## src/rtl/pn_status_pkg.sv

```systemverilog
package pn_status_pkg;

  localparam int DET_W  = 2;
  localparam int MODE_W = 2;
  localparam int NUM_FLAGS = 4;

  localparam int FL_TIMEOUT = 0;
  localparam int FL_SILENCE = 1;
  localparam int FL_SYNC    = 2;
  localparam int FL_SWK     = 3;

  typedef enum logic [DET_W-1:0] {
    DET_FRAME = 2'd0,
    DET_PAT1  = 2'd1,
    DET_PAT2  = 2'd2,
    DET_OTHER = 2'd3
  } detState_e;

  typedef enum logic [MODE_W-1:0] {
    PM_NORMAL  = 2'd0,
    PM_STOP    = 2'd1,
    PM_SLEEP   = 2'd2,
    PM_RESTART = 2'd3
  } powerMode_e;

  typedef enum logic [MODE_W-1:0] {
    RX_OFF    = 2'd0,
    RX_NORMAL = 2'd1,
    RX_RXONLY = 2'd2,
    RX_FRAME  = 2'd3
  } rxMode_e;

  // Strobes from control to datapath.
  typedef struct packed {
    logic [NUM_FLAGS-1:0] setVec;
    logic [NUM_FLAGS-1:0] clrVec;
    logic [NUM_FLAGS-1:0] killVec;
    logic                 irqFire;
    logic                 wakeFire;
  } pnStrobes_t;

endpackage

```

## src/rtl/pnStatusCtrl.sv

```systemverilog
module pnStatusCtrl
  import pn_status_pkg::*;
(
  input  logic [DET_W-1:0]  detState,
  input  logic [MODE_W-1:0] powerMode,
  input  logic [MODE_W-1:0] rxMode,
  input  logic              silenceExpire,
  input  logic              frameValid,
  input  logic              protoError,
  input  logic              wakePattern,
  input  logic              errCntOvf,
  input  logic              frameWake,
  input  logic              swkEnable,
  input  logic              sysError,
  input  logic              swkRequest,
  input  logic              clrTimeout,
  input  logic              timeoutMask,
  output pnStrobes_t        strobes
);

  detState_e  det;
  powerMode_e pm;
  rxMode_e    rxm;
  logic inFrame, inPat1, inPat2;
  logic timeoutEvt, rxActive, armEvt, wakeEvt, irqModeOk;

  always_comb begin
    det = detState_e'(detState);
    pm  = powerMode_e'(powerMode);
    rxm = rxMode_e'(rxMode);

    inFrame = (det == DET_FRAME);
    inPat1  = (det == DET_PAT1);
    inPat2  = (det == DET_PAT2);

    // Silence expiry only counts in frame-detect or pattern-detect 2.
    timeoutEvt = silenceExpire && (inFrame || inPat2);
    rxActive   = (rxm != RX_OFF);
    armEvt     = (swkEnable && (inFrame || inPat1)) || (sysError && inPat2);
    wakeEvt    = errCntOvf || (wakePattern && inPat2) || (frameWake && inFrame);
    irqModeOk  = (pm == PM_NORMAL) || (pm == PM_STOP);

    strobes = '0;

    strobes.setVec[FL_TIMEOUT] = timeoutEvt;
    strobes.clrVec[FL_TIMEOUT] = clrTimeout;

    strobes.setVec[FL_SILENCE] = timeoutEvt;
    strobes.clrVec[FL_SILENCE] = wakePattern;

    strobes.setVec[FL_SYNC]    = rxActive && frameValid;
    strobes.clrVec[FL_SYNC]    = rxActive && protoError;

    strobes.setVec[FL_SWK]     = armEvt;
    strobes.clrVec[FL_SWK]     = wakeEvt;
    strobes.killVec[FL_SWK]    = !swkRequest;

    strobes.irqFire  = timeoutEvt && timeoutMask && irqModeOk;
    strobes.wakeFire = wakeEvt && (pm == PM_SLEEP);
  end

endmodule

```

## src/rtl/pnFlagCell.sv

```systemverilog
module pnFlagCell (
  input  logic clk,
  input  logic rstN,
  input  logic setIn,
  input  logic clrIn,
  input  logic killIn,
  output logic q
);

  // Priority: kill, then set, then clear, else hold.
  always_ff @(posedge clk or negedge rstN) begin
    if (!rstN)       q <= 1'b0;
    else if (killIn) q <= 1'b0;
    else if (setIn)  q <= 1'b1;
    else if (clrIn)  q <= 1'b0;
  end

endmodule

```

## src/rtl/pnStatusRegs.sv

```systemverilog
module pnStatusRegs
  import pn_status_pkg::*;
(
  input  logic                 clk,
  input  logic                 rstN,
  input  pnStrobes_t           strobes,
  output logic [NUM_FLAGS-1:0] flags,
  output logic                 irqPulse,
  output logic                 wakeReq
);

  for (genvar i = 0; i < NUM_FLAGS; i++) begin : gFlag
    pnFlagCell uCell (
      .clk    (clk),
      .rstN   (rstN),
      .setIn  (strobes.setVec[i]),
      .clrIn  (strobes.clrVec[i]),
      .killIn (strobes.killVec[i]),
      .q      (flags[i])
    );
  end

  always_ff @(posedge clk or negedge rstN) begin
    if (!rstN) begin
      irqPulse <= 1'b0;
      wakeReq  <= 1'b0;
    end else begin
      irqPulse <= strobes.irqFire;
      wakeReq  <= strobes.wakeFire;
    end
  end

endmodule

```

## src/rtl/pnStatusFlags.sv

```systemverilog
module pnStatusFlags
  import pn_status_pkg::*;
(
  input  logic              clk,
  input  logic              rstN,
  input  logic [DET_W-1:0]  detState,
  input  logic [MODE_W-1:0] powerMode,
  input  logic [MODE_W-1:0] rxMode,
  input  logic              silenceExpire,
  input  logic              frameValid,
  input  logic              protoError,
  input  logic              wakePattern,
  input  logic              errCntOvf,
  input  logic              frameWake,
  input  logic              swkEnable,
  input  logic              sysError,
  input  logic              swkRequest,
  input  logic              clrTimeout,
  input  logic              timeoutMask,
  output logic              timeoutFlag,
  output logic              silenceFlag,
  output logic              syncFlag,
  output logic              swkSetFlag,
  output logic              irqPulse,
  output logic              wakeReq
);

  pnStrobes_t           strobes;
  logic [NUM_FLAGS-1:0] flags;

  pnStatusCtrl uCtrl (
    .detState      (detState),
    .powerMode     (powerMode),
    .rxMode        (rxMode),
    .silenceExpire (silenceExpire),
    .frameValid    (frameValid),
    .protoError    (protoError),
    .wakePattern   (wakePattern),
    .errCntOvf     (errCntOvf),
    .frameWake     (frameWake),
    .swkEnable     (swkEnable),
    .sysError      (sysError),
    .swkRequest    (swkRequest),
    .clrTimeout    (clrTimeout),
    .timeoutMask   (timeoutMask),
    .strobes       (strobes)
  );

  pnStatusRegs uRegs (
    .clk      (clk),
    .rstN     (rstN),
    .strobes  (strobes),
    .flags    (flags),
    .irqPulse (irqPulse),
    .wakeReq  (wakeReq)
  );

  assign timeoutFlag = flags[FL_TIMEOUT];
  assign silenceFlag = flags[FL_SILENCE];
  assign syncFlag    = flags[FL_SYNC];
  assign swkSetFlag  = flags[FL_SWK];

endmodule

```

## config.mk

```make
export PLATFORM = sky130hd
export DESIGN_NAME = pnStatusFlags
export DESIGN_NICKNAME = d
export VERILOG_FILES = /design/src/rtl/pn_status_pkg.sv /design/src/rtl/pnStatusCtrl.sv /design/src/rtl/pnFlagCell.sv /design/src/rtl/pnStatusRegs.sv /design/src/rtl/pnStatusFlags.sv
export SDC_FILE = /design/constraint.sdc
export NUM_CORES = 1
export LEC_CHECK = 0
export BUFFER_PORTS_ARGS = -buffer_cell sky130_fd_sc_hd__buf_2
export CORE_AREA = 5 5 42 44
export CTS_CLUSTER_SIZE = 28
export DETAILED_ROUTE_END_ITERATION = 8
export DIE_AREA = 0 0 47 49
export PLACE_DENSITY_LB_ADDON = 0.08
export SLEW_MARGIN = 20
export SYNTH_ARGS = -nofsm -noshare
export SYNTH_HDL_FRONTEND = slang
export SYNTH_HIERARCHICAL = 1
export SYNTH_SLANG_ARGS = --single-unit
```

## constraint.sdc

```tcl
create_clock -name clk -period 0.8 [get_ports clk]
set_input_delay 0.08 -clock clk [delete_from_list [all_inputs] [get_ports clk]]
set_output_delay 0.08 -clock clk [all_outputs]
set_load 0.02 [all_outputs]
```

==> metrics.md <==
| Metric | Value |
|---|---|
| YS warnings | `6` |
| Synth unique cells | `14` |
| Max Cap Violations | `0` |
| Worst EP arrival | `0.77 ns` |
| Critical-path top delay cell | `dfrtp_1` |
| Vias in the first global route | `329` |
| Area growth syn-to-layout | `47.6%` |
| Cts bufs inserted | `3` |
| Clk_skew | `0 ns` |
| Fillers | `148` |
| Pwr Density | `1390 nW/µm²` |
| GR Overflow Total | `0` |
| Crit end category | `output pin` |
| Min-Delay Path Class | `in2reg` |
| Register bit total from synthesis | `6` |
| Sequential-to-total area share from yosys stat | `38.6%` |
| Max incr delay on CP | `0.39 ns` |
| Die width | `47 µm` |
| Syn_area_per_cell | `9.49 µm²` |
| Placed cell areas | `497 µm²` |
| Final hold viol count | `0` |
| Clock Latency Late Sink | `0.24 ns` |
| Worst Path Buf+Inv | `1` |
| Crit start category | `register` |
| Final #Nets | `86` |
| Crit Path Category | `reg2out` |
| Rows | `14` |
| Ports | `25` |
| Fmax | `1180 MHz` |
| First-pass iteration count of the detailed router | `1` |
| Cells after Synth | `41` |
| Remaining routing DRC violations | `0` |
| Largest net degree at the start of global routing | `7` |
| Fraction of layout cells with a size suffix above 1 | `55.4%` |
| Design Area, Final | `574 µm²` |
| Gr usage total | `8.20%` |
| Global-route wire length before repair | `1240 µm` |
| Number of flops mapped to enable cells by yosys | `0` |
| Post-synth top flop | `dfrtp_1` |
| Vias | `324` |
| Violated checks | `negative setup slack` |
| Setup ws final | `-0.0450 ns` |
| Detail Placement HPWL | `677 µm` |
| Family with the most delay on the worst path | `flip-flops` |
| VDD IR max | `0.000356 V` |
| Die Area | `2300 µm²` |
| CP Max Fanout | `2` |
| Min Hold Slack | `0.0342 ns` |
| Port Buffers | `24` |
| Die outline height | `49 µm` |
| Clock Sink Count | `6` |
| Mapped Area | `389 µm²` |
| RSZ-0062 raised after global routing | `yes` |
| Std-Cell Core Area | `1400 µm²` |
| Cell Chain, Critical Path | `buf_6` |
| Tcrit/Tclk final | `106%` |
| Most common library cell in the layout ignoring fill and taps | `buf_2` |
| Routed len/inst | `9.59 µm` |
| Leakage | `0.000303 µW` |
| 1st-iter DRT viols | `0` |
| H-tree depth | `1` |
| Most frequent cells in the layout | `18 x buf_2, 7 x inv_1, 6 x buf_6, 6 x dfrtp_1` |
| Share of flip-flops with an asynchronous set or reset | `100%` |
| # diodes | `0` |
| Initial antenna violation count | `0` |
| Fin crit period | `0.845 ns` |
| WL final | `777 µm` |
| Final ANT Viol Nets | `0` |
| Setup violations, final | `6` |
| Clock Path Buffers | `2` |
| GP Congestion | `0.637` |
| Worst-path clk slew | `0.04 ns` |
| Clk root buf | `clkbuf_4` |
| Initial Util | `27.8%` |
| Number of vias per cell | `4.00` |
| Setup_tns | `-0.179 ns` |
| Critical path data required time | `0.72 ns` |
| CTS tree | `done` |
| Slew Viols, Final | `0` |
| Status | `finished with violations` |
## cell families after synthesis
logic type             after synthesis  synth area share [%]
buffers and inverters               16                  24.1
multiplexers                         1                  2.57
flip-flops                           6                  38.6
AND/OR/NAND/NOR                      8                  13.5
AO/OA/AOI/OAI                        9                  20.3
other                                1                 0.964
## worst reg2reg max path, cell delays in order, from the launching register on
cell	delay (ns)
dfrtp_1	0.38
buf_4	0.14
nand2b_1	0.07
a21oi_2	0.05
## synth_stat cells, types with 2 or more instances
master | instances | area, µm²
buf_4 | 9 | 67.6
inv_1 | 7 | 26.3
dfrtp_1 | 6 | 150
a21oi_2 | 4 | 35.0
nand2b_1 | 4 | 25.0
nand3b_1 | 2 | 15.0
o21a_1 | 2 | 15.0
## layout make-up
type / count / area [µm²] / share of cell area [%]
flip-flops and latches: 6 / 150 / 26.1
repair buffers: 28 / 190 / 33.1
multi-input cells: 21 / 165 / 28.8
well taps: 16 / 20.0 / 3.49
inverters: 7 / 26.3 / 4.58
clock buffers: 3 / 22.5 / 3.92
## flip-flops by register name, summed over array words and instances (netlist names)
| signal | cells |
|---|---|
| uRegs/wakeReq | 1 |
| uRegs/gFlag.uCell/q | 4 |
| uRegs/irqPulse | 1 |
## per-stage QoR
| step | utilization (%) | cells | total power (µW) | setup slack [ns] |
|---|---|---|---|---|
| detailed placement | 35.4 | 76 | 505 | -0.0549 |
| CTS | 41.0 | 81 | 822 | -0.0578 |
| global placement | 35.4 | 76 | 505 | -0.0313 |
| finish | 41.0 | 81 | 801 | -0.0450 |
| floorplan | - | 43 | 447 | 0.00388 |
| global route | 41.0 | 81 | 864 | -0.0950 |
## power by group
group	switching (µW)	internal, µW
Clock	105	169
Combinational	84.4	111
Sequential	10.7	321
## path summary, 6_finish.rpt
check	cells after the start	from	end	slack (ns)
setup / recovery	1	uRegs/gFlag[3].uCell/q	swkSetFlag	-0.05
hold / removal	2	powerMode[0]	uRegs/wakeReq	0.03
setup reg to reg	3	uRegs/gFlag[1].uCell/q	uRegs/gFlag[1].uCell/q	0.05
hold reg to reg	2	uRegs/gFlag[2].uCell/q	uRegs/gFlag[2].uCell/q	0.57
max in group asynchronous	2	rstN	uRegs/gFlag[3].uCell/q	0.47
min in group asynchronous	2	rstN	uRegs/irqPulse	0.19
## repair_timing
action	4_1_cts	5_1_grt
resized for setup	12	0
setup endpoints to repair	6	6
cloned	0	0
endpoints found under the hold margin	6	0
buffers inserted	1	0
hold buffers	1	0
## metal layers
| metal | vias to the layer above | share of wire [%] | global-route usage, % |
|---|---|---|---|
| met5 | - | 0 | 0 |
| met4 | 0 | 3.5 | 11.1 |
| met3 | 2 | 16 | 2.95 |
| met2 | 23 | 38 | 9.95 |
| met1 | 132 | 42 | 8.91 |
| li1 | 167 | - | - |
No activity file was read; power rests on OpenSTA's default activity.
